$ cat src/rtl/ocp_shutdown_timer.sv
module ocp_shutdown_timer #(
  parameter int unsigned WIN_OPEN  = 3_250_000,
  parameter int unsigned WIN_CLOSE = 6_625_000
) (
  input  logic clk,
  input  logic rst_n,
  input  logic en,
  input  logic cyc_start,
  input  logic samp_vld,
  input  logic samp_over,
  output logic pulse_kill,
  output logic shutdown,
  output logic hs_en,
  output logic ls_en
);
  localparam int CW = $clog2(WIN_CLOSE + 1);
  localparam logic [CW-1:0] OPEN_C  = CW'(WIN_OPEN);
  localparam logic [CW-1:0] CLOSE_C = CW'(WIN_CLOSE);

  logic          armed;
  logic [CW-1:0] cnt;

  wire hit    = samp_vld & samp_over & en & ~shutdown;
  wire in_win = armed & (cnt >= OPEN_C);

  assign hs_en = en & ~shutdown;
  assign ls_en = en & ~shutdown;

  always_ff @(posedge clk or negedge rst_n) begin
    if (!rst_n) begin
      armed    <= 1'b0;
      cnt      <= '0;
      shutdown <= 1'b0;
    end else if (!en) begin
      armed    <= 1'b0;
      cnt      <= '0;
      shutdown <= 1'b0;
    end else if (hit && in_win) begin
      shutdown <= 1'b1;
      armed    <= 1'b0;
      cnt      <= '0;
    end else if (armed) begin
      if (cnt == CLOSE_C) begin
        armed <= 1'b0;
        cnt   <= '0;
      end else begin
        cnt <= cnt + 1'b1;
      end
    end else if (hit) begin
      armed <= 1'b1;
      cnt   <= '0;
    end
  end

  always_ff @(posedge clk or negedge rst_n) begin
    if (!rst_n)         pulse_kill <= 1'b0;
    else if (!en)       pulse_kill <= 1'b0;
    else if (hit)       pulse_kill <= 1'b1;
    else if (cyc_start) pulse_kill <= 1'b0;
  end

  assert_kill_on_over_R2: assert property (@(posedge clk) disable iff (!rst_n)
    (samp_vld && samp_over && en && !shutdown) |=> pulse_kill);

  assert_cnt_bound_R4: assert property (@(posedge clk) disable iff (!rst_n)
    cnt <= CLOSE_C);

  assert_no_early_trip_R5: assert property (@(posedge clk) disable iff (!rst_n)
    $rose(shutdown) |-> ($past(cnt) >= OPEN_C));

  assert_latch_hold_R7: assert property (@(posedge clk) disable iff (!rst_n)
    (shutdown && en) |=> shutdown);

  assert_disable_clears_R8: assert property (@(posedge clk) disable iff (!rst_n)
    !en |=> (!shutdown && !pulse_kill));
endmodule

$ cat config.mk
export PLATFORM = sky130hd
export DESIGN_NAME = ocp_shutdown_timer
export DESIGN_NICKNAME = d
export VERILOG_FILES = /design/src/rtl/ocp_shutdown_timer.sv
export SDC_FILE = /design/constraint.sdc
export NUM_CORES = 1
export LEC_CHECK = 0
export BUFFER_PORTS_ARGS = -buffer_cell sky130_fd_sc_hd__buf_2
export CELL_PAD_IN_SITES_DETAIL_PLACEMENT = 1
export CELL_PAD_IN_SITES_GLOBAL_PLACEMENT = 1
export CORE_AREA = 2 2 79 81
export CTS_CLUSTER_DIAMETER = 60
export CTS_CLUSTER_SIZE = 12
export DETAILED_ROUTE_END_ITERATION = 8
export DIE_AREA = 0 0 81 83
export GPL_ROUTABILITY_DRIVEN = 0
export PLACE_DENSITY = 0.53
export SETUP_SLACK_MARGIN = 0.02
export SLEW_MARGIN = 40
export SYNTH_ARGS = -nofsm -noshare
export SYNTH_HDL_FRONTEND = slang
export SYNTH_SLANG_ARGS = --single-unit
$ cat constraint.sdc
create_clock -name clk -period 2.3 [get_ports clk]
set_input_delay 0.345 -clock clk [delete_from_list [all_inputs] [get_ports clk]]
set_output_delay 0.345 -clock clk [all_outputs]
set_load 0.05 [all_outputs]
==> results of run 1 <==
[cell usage after synthesis, types with 2 or more instances]
master     n
nor2_1    11
buf_2      4
nand3b_1   2
o31a_1     4
and3_1     6
a31oi_1    6
ha_1       2
nand2_1   24
or2_2      2
a21oi_1    3
o22ai_1    3
nand4_1   10
nor2b_1    3
inv_1      9
a22o_1     4
nor3_1     4
and4_1     3
mux2i_1    3
o311ai_1   5
nor4_1     3
dfrtp_1   26
o31ai_1    3
nand3_1   21
o21ai_0    2
o311ai_0   3
clkbuf_1   5
nor3b_1    2
[report_power, final]
group	switching, W	total, W	internal [W]
Combinational	0.0000661	0.000100	0.0000339
Sequential	0.00000728	0.000470	0.000463
Clock	0.000154	0.000308	0.000153
Total	0.000228	0.000877	0.000650
[kinds of logic after synthesis]
group,Yosys count
and+or+nand+nor,99
AOI/OAI and AO/OA,46
DFF,26
buffers and inverters,21
muxes,3
adders and majority gates,2
[per-layer routing]
metal | wire, um | vias to the layer above | GRT usage [%]
li1 | - | 785 | -
met5 | 0 | - | 0
met4 | 27 | 0 | 3.24
met2 | 2710 | 11 | 29.1
met1 | 2580 | 866 | 22.2
met3 | 90 | 2 | 2.93
[registers in the layout, summed over array words and instances (netlist names)]
name,count
cnt,23
armed,1
pulse_kill,1
shutdown,1
[area by class of cell]
cell class              count  area share [%]
clock buffers               4            2.69
inverters                   9            1.65
multi-input cells         150            50.6
flip-flops and latches     26            31.8
well taps                  75            4.58
repair buffers             25            8.67
[metrics by stage]
| step | instance area, um^2 | std cells | hold slack [ps] | setup slack [ps] |
|---|---|---|---|---|
| finish | 2050 | 289 | 76.3 | 95.4 |
| global route | 2050 | 289 | 113 | -9.10 |
| CTS | 2000 | 288 | 97.6 | 40.0 |
| detailed placement | 1900 | 284 | 405 | -15.3 |
| global placement | 1900 | 284 | 406 | 49.4 |
| floorplan | 1690 | 197 | 49.4 | 233 |
[worst paths after layout]
path / slack, ps / endpoint / depth (start not counted) / startpoint
max in group asynchronous: 1770 / cnt[5] / 1 / rst_n
min in group clk: 330 / pulse_kill / 3 / cyc_start
max: 100 / cnt[3] / 7 / cnt[13]
min: 80 / cnt[21] / 1 / rst_n
min reg2reg: 550 / cnt[11] / 1 / cnt[11]
max reg2reg: 100 / cnt[3] / 7 / cnt[13]
[critical path: stages, from the launching register on]
cell and delay [ps]:
dfrtp_1 410, or3_4 410, and4bb_2 350, a311oi_4 120, o211a_1 270, buf_4 180
a31o_1 180, a22o_1 180
[repair_timing]
| action | in CTS | in global routing |
|---|---|---|
| setup endpoints to repair | 5 | 16 |
| pin swaps | 0 | 2 |
| setup buffers | 0 | 1 |
| hold buffers | 0 | 0 |
| gates resized for setup | 7 | 13 |
==> results.toml, run 1 <==
[timing]
rsz0062_at_grt = "yes"
worstMarginPinSlew_ps = 630
setup_tns_ps = 0
finClkSkew_ps = 2.73
relSlewSlack_pct = 58.0
slew_violations = 0
setup_violations = 0
finalCriticalPeriod_ps = 2200
hold_viol_final = 0
post-route-period-util_pct = 95.9
max_freq_mhz = 454

[drt]
via_per_inst = 5.76
drt_iter0_drc = 87
ant_nets = 0
routedWlPerCell_um = 18.7
vias = 1664
wl_mm = 5.40
drc_errors = 0
dr.pass1.iters = 4

[yosys]
synth_top_family_by_area = "simple AND/OR/NAND/NOR gates"
synth.distinct_cells = 51
synth_top_cell_by_area = "dfrtp_1"
synth-edff-count = 0
avgSynthCellArea_um2 = 8.58
synth-seq-area-share_pct = 38.5
synth_top_flop_cell = "dfrtp_1"
synth_top_cell_area_share_pct = 38.5
netlist_area_um2 = 1690
yosys.area_share.xor_xnor_pct = 0
synth_fa_ha_area_share_pct = 1.48
async_flop_share_pct = 100
synth_nets = 205
yosys_warnings = 0
synth_compound_area_share_pct = 21.3
synthMuxAreaShare_pct = 1.78
synth-simple-area-share_pct = 31.3
synth-seq-cells = 26
synth_cells = 197
yosys-top-cells-area = "dfrtp_1, nand3_1, nand2_1"

[clock_network]
numCtsBuffers = 3
cts_htree_levels = 1
cts-root-buf = "clkbuf_8"
cts_tree = "done"
cts_sinks = 26
clock_latency_ps = 270
cts_buffer_depth = 2
path_clk_slew_ps = 100

[global_routing]
grt_overflow_total = 0
grt_first_pass_wirelength_mm = 8.86
track_usage_pct = 16.9
grt_pass1_vias = 1748
antenna_found_initial = 0
grt_start_max_net_pins = 27

[setup_path]
crit_arrival_ps = 2370
end_kind = "flop"
startpoint_type = "flop"
critPathKind = "flop to flop"
crit_required_ps = 2470
crit_fanout = 8

[floorplan]
io_pins = 10
dieWidth_um = 81
row_count = 28
die_h_um = 83
initial_core_util_pct = 29.1
core_area_um2 = 5820
die-area_um2 = 6720

[final_layout]
regArea_um2 = 652
areaGrowthSynthToFinish_pct = 21.2
num_antenna_cells = 0
final_common_cell = "dfrtp_1"
post-route-util_pct = 35.2
layout_common_cells = "dfrtp_1, nand2_1, nand3_1"
layout.nets = 223
multi_input_area_um2 = 1040
fillers = 713
drive_gt1_share_pct = 22.0

[hold_path]
min_path_type = "input port to asynchronous set/reset pin"

[power_and_ir_drop]
powerDensity_nw_per_um2 = 428
ir_drop_mv = 0.277
p_leak_nw = 0.772
p_total_w = 0.000877

[run]
drv_cap = 0

[place]
portBuffers = 9
dp_hpwl_mm = 3.95

[outcome]
status = "finished, final reports clean"
Power figures use the tool's default switching activity.
==> inputs of run 2 (changes only) <==
--- a/config.mk
+++ b/config.mk
@@ -14,7 +14,7 @@
 export DETAILED_ROUTE_END_ITERATION = 8
 export DIE_AREA = 0 0 81 83
 export GPL_ROUTABILITY_DRIVEN = 0
-export PLACE_DENSITY = 0.53
+export PLACE_DENSITY = 0.51
 export SETUP_SLACK_MARGIN = 0.02
 export SLEW_MARGIN = 40
 export SYNTH_ARGS = -nofsm -noshare
==> run 2 against run 1 <==
Critical path depth is the same; hold slack gained 6.0 ps; clock power is 13% lower; cell count increased by 3.5%; global-route usage is 0.31 points higher; sequential power is essentially flat; wire length increased by 2.3%; utilization up 0.75 points; critical endpoint is now cnt[1].
==> results.toml, run 2 (synthesis results as in run 1) <==
[outcome]
status = "finished, final reports clean"

[clock_network]
path_clk_slew_ps = 100
cts_buffer_depth = 2
cts-root-buf = "clkbuf_8"
cts_sinks = 26
cts_htree_levels = 1
clock_latency_ps = 270
numCtsBuffers = 3
cts_tree = "done"

[timing]
relSlewSlack_pct = 57.8
slew_violations = 0
rsz0062_at_grt = "yes"
finalCriticalPeriod_ps = 2220
post-route-period-util_pct = 96.7
whs_ps = 82.3
max_freq_mhz = 450
setup_violations = 0
hold_viol_final = 0
finClkSkew_ps = 3.80
worstMarginPinSlew_ps = 632
worst_slack_ps = 76.6

[global_routing]
grt-busiest-layer = "met2"
grt_util_met1_pct = 23.8
track_usage_pct = 17.3
grt_overflow_total = 0
grt_first_pass_wirelength_mm = 9.17
grt_start_max_net_pins = 27
antenna_found_initial = 0
grt_pass1_vias = 1796
grt_use_met2_pct = 28.3
use_met3_pct = 1.41

[power_and_ir_drop]
p_leak_nw = 0.814
powerDensity_nw_per_um2 = 402
ir_drop_mv = 0.168
clkPwrFrac_pct = 32.0
power_switching_w = 0.000227
pwr-share-seq_pct = 55.9
switching_share_pct = 26.9
intPower_w = 0.000615
pwr-share-comb_pct = 12.2
p_total_w = 0.000842

[drt]
via_per_inst = 5.67
drt_iter0_drc = 64
dr.pass1.iters = 4
routedWlPerCell_um = 18.5
wl_mm = 5.53
ant_nets = 0
vias = 1694
drc_errors = 0

[place]
portBuffers = 9
post_dp_cell_area_um2 = 1950
placedCellCount = 292
dp_slack_ps = -12.7
dp_hpwl_mm = 4.05

[floorplan]
initial_core_util_pct = 29.1
die-area_um2 = 6720
row_count = 28
die_h_um = 83
io_pins = 10
dieWidth_um = 81
core_area_um2 = 5820

[setup_path]
critPathKind = "flop to flop"
crit_chain = "or3_4 -> and4bb_1 -> a311oi_2 -> buf_4 -> o211ai_4 -> nor2_2 -> a22o_1"
crit_fanout = 8
crit_arrival_ps = 2390
startpoint_type = "flop"
max_stage_delay_ps = 410
slowest_stage = "dfrtp_1"
end_kind = "flop"
crit_required_ps = 2460

[final_layout]
layout.nets = 234
areaGrowthSynthToFinish_pct = 23.8
num_antenna_cells = 0
final_common_cell = "buf_4"
layout.cells.non_filler = 299
regArea_um2 = 652
drive_gt1_share_pct = 25.4
multi_input_area_um2 = 1020
layout_common_cells = "buf_4, dfrtp_1, nand2_1"
stdcell_area_um2 = 2090
regMostFlops = "cnt"
fillers = 707
largest_register_ffs = 23

[run]
drv_cap = 0

[hold_path]
min_path_type = "input port to asynchronous set/reset pin"
run 2: repair_timing:
| action | CTS | global route |
|---|---|---|
| resized for setup | 2 | 16 |
| pin swaps | 1 | 3 |
| gates cloned | 0 | 0 |
| hold buffers | 0 | 0 |
| setup buffers | 1 | 3 |
| endpoints found under the setup margin | 9 | 21 |
run 2: layout make-up:
class | instances | share of cell area, %
Clock buffer | 3 | 1.97
Tap cell | 75 | 4.49
Sequential cell | 26 | 31.2
Timing Repair Buffer | 36 | 11.8
Multi-Input combinational cell | 150 | 48.9
Inverter | 9 | 1.61
run 2: worst paths after layout:
kind	startpoint	to	slack, ps	cells past startpoint
worst max-delay path	cnt[13]	cnt[1]	80	7
worst min-delay path	rst_n	cnt[19]	80	1
worst max register to register	cnt[13]	cnt[1]	80	7
worst min register to register	pulse_kill	pulse_kill	550	2
max in group asynchronous	rst_n	cnt[5]	1770	1
min in group clk	cyc_start	pulse_kill	330	3
run 2: power by group through the flow:
stage                     registers (W)  logic [W]  clock network [W]
after CTS                      0.000470   0.000101           0.000282
after global placement         0.000479  0.0000968                  0
after global routing           0.000472   0.000112           0.000305
after detailed placement       0.000479   0.000101                  0
final                          0.000470   0.000102           0.000269
after floorplan                0.000481  0.0000538                  0
run 2: metal layers:
metal / share of wire (%) / up-vias
li1: - / 807
met1: 46 / 851
met2: 50 / 30
met3: 2.6 / 6
met4: 1.3 / 0
met5: 0 / -
run 2: through the flow:
stage,setup TNS [ps],util [%]
6_report,0,36.0
5_1_grt,-12.2,36.0
4_1_cts,0,34.6
3_5_place_dp,-12.7,33.5
3_3_place_gp,0,33.5
2_1_floorplan,0,-
run 2: critical path, delay by kind of cell, from the launching register on:
| family | cells | cell delay [ps] |
|---|---|---|
| flip-flops | 1 | 410 |
| AND/OR/NAND/NOR | 3 | 850 |
| AO/OA/AOI/OAI | 3 | 670 |
| buffers and inverters | 1 | 180 |
==> inputs of run 3 (changes only) <==
--- a/config.mk
+++ b/config.mk
@@ -14,7 +14,7 @@
 export DETAILED_ROUTE_END_ITERATION = 8
 export DIE_AREA = 0 0 81 83
 export GPL_ROUTABILITY_DRIVEN = 0
-export PLACE_DENSITY = 0.51
+export PLACE_DENSITY = 0.63
 export SETUP_SLACK_MARGIN = 0.02
 export SLEW_MARGIN = 40
 export SYNTH_ARGS = -nofsm -noshare
==> run 3 against run 2 <==
Power grew 0.16%; largest cell class unchanged; combinational power is essentially flat; highest routed layer unchanged; clock skew is 1.2 ps lower; cell count is 1.7% lower; cell area up 0.78%; worst setup slack worse by 50 ps; critical path depth rose by 2; utilization rose by 0.28 points; first-iteration DRC count rose by 14%; critical path type unchanged; register-to-register slack got worse by 50 ps.
==> results.toml, run 3 (synthesis results as in run 1) <==
[outcome]
status = "finished, final reports clean"

[clock_network]
holdBufCountCts = 0
cts_htree_levels = 1
cts-root-buf = "clkbuf_8"
numCtsBuffers = 3
cts_buffer_depth = 2
cts_sinks = 26
clock_latency_ps = 270
cts_tree = "done"
path_clk_slew_ps = 90

[final_layout]
regMostFlops = "cnt"
largest_register_ffs = 23
drive_gt1_share_pct = 24.7
areaGrowthSynthToFinish_pct = 24.7
fillers = 710
stdcell_area_um2 = 2110
layout_common_cells = "dfrtp_1, nand2_1, nand3_1"
layout.nets = 229
final_common_cell = "dfrtp_1"
num_antenna_cells = 0

[setup_path]
end_kind = "flop"
reg2reg_slack_ps = 30
r2r-start = "cnt[0]"
startpoint_type = "flop"
crit_required_ps = 2470
crit_arrival_ps = 2440
crit_fanout = 6
critPathKind = "flop to flop"
reg2reg_to = "cnt[19]"
crit_path_end = "cnt[19]"
rr_worst_depth = 9
crit_start = "cnt[0]"

[timing]
hold_viol_final = 0
worstMarginPinSlew_ps = 616
finClkSkew_ps = 2.63
finalCriticalPeriod_ps = 2270
setup_violations = 0
slew_violations = 0
max_freq_mhz = 440
relSlewSlack_pct = 58.9
rsz0062_at_grt = "yes"
post-route-period-util_pct = 98.8

[floorplan]
die-area_um2 = 6720
dieWidth_um = 81
die_h_um = 83
row_count = 28
initial_core_util_pct = 29.1
core_area_um2 = 5820
io_pins = 10

[power_and_ir_drop]
p_leak_nw = 0.802
p_total_w = 0.000843
ir_drop_mv = 0.199
powerDensity_nw_per_um2 = 400

[hold_path]
min_path_type = "input port to asynchronous set/reset pin"

[drt]
vias = 1673
drt_iter0_drc = 73
drc_errors = 0
wl_mm = 5.23
dr.pass1.iters = 4
via_per_inst = 5.69
ant_nets = 0
routedWlPerCell_um = 17.8

[place]
portBuffers = 9
post_dp_cell_area_um2 = 1920
dp_hpwl_mm = 3.75

[global_routing]
grt_pass1_vias = 1680
grt_overflow_total = 0
grt_start_max_net_pins = 27
track_usage_pct = 15.8
grt_first_pass_wirelength_mm = 8.50
antenna_found_initial = 0

[run]
drv_cap = 0
## run 3: timing repair
action                     in CTS  in global routing
setup endpoints to repair       3                 21
setup buffers                   1                  2
resized for setup               0                 25
pin swaps                       1                  7
cloned                          0                  0
## run 3: critical path, stage by stage (launching register included)
cell and delay (ps):
dfrtp_1 360, inv_1 40, ha_1 180, nor2b_1 130
and4bb_2 260, a311oi_4 390, o211a_1 260, nand2_2 90
buf_6 160, o311ai_1 290
## run 3: layout make-up
cell class                 count  area [um^2]  area share (%)
sequential                    26          652            30.9
inverter                       9         33.8            1.60
timing repair buffer          31          218            10.3
clock buffer                   3         41.3            1.96
multi-input combinational    150         1070            50.7
tap                           75         93.8            4.45
## run 3: where the power goes
part           switching, W  internal [W]  total (W)
Combinational     0.0000669     0.0000341   0.000101
Sequential       0.00000752      0.000463   0.000470
Clock              0.000154      0.000118   0.000272
Total              0.000229      0.000614   0.000843
## run 3: per-layer routing
layer / global-route usage (%) / wire length [um] / vias up
li1: - / - / 801
met1: 22.6 / 2580 / 861
met2: 25.2 / 2550 / 9
met3: 2.61 / 86 / 2
met4: 2.77 / 12 / 0
met5: 0 / 0 / -
## run 3: metrics by stage
step                std cells  util, %  TNS, ps  hold WS, ps  setup slack, ps
floorplan                 197        -        0         49.4              233
global placement          288     32.9        0          404             71.3
detailed placement        288     32.9        0          400             22.2
CTS                       292     33.8        0         94.6             30.2
global route              294     36.3     -362          106             -123
finish                    294     36.3        0         70.0             26.7
## run 3: worst min path at each step
stage | startpoint | end | cells after the start
after detailed placement | rst_n | cnt[20] | 1
after global routing | rst_n | pulse_kill | 1
after floorplan | rst_n | armed | 0
after global placement | rst_n | cnt[20] | 1
after CTS | rst_n | cnt[20] | 1
final | rst_n | armed | 1
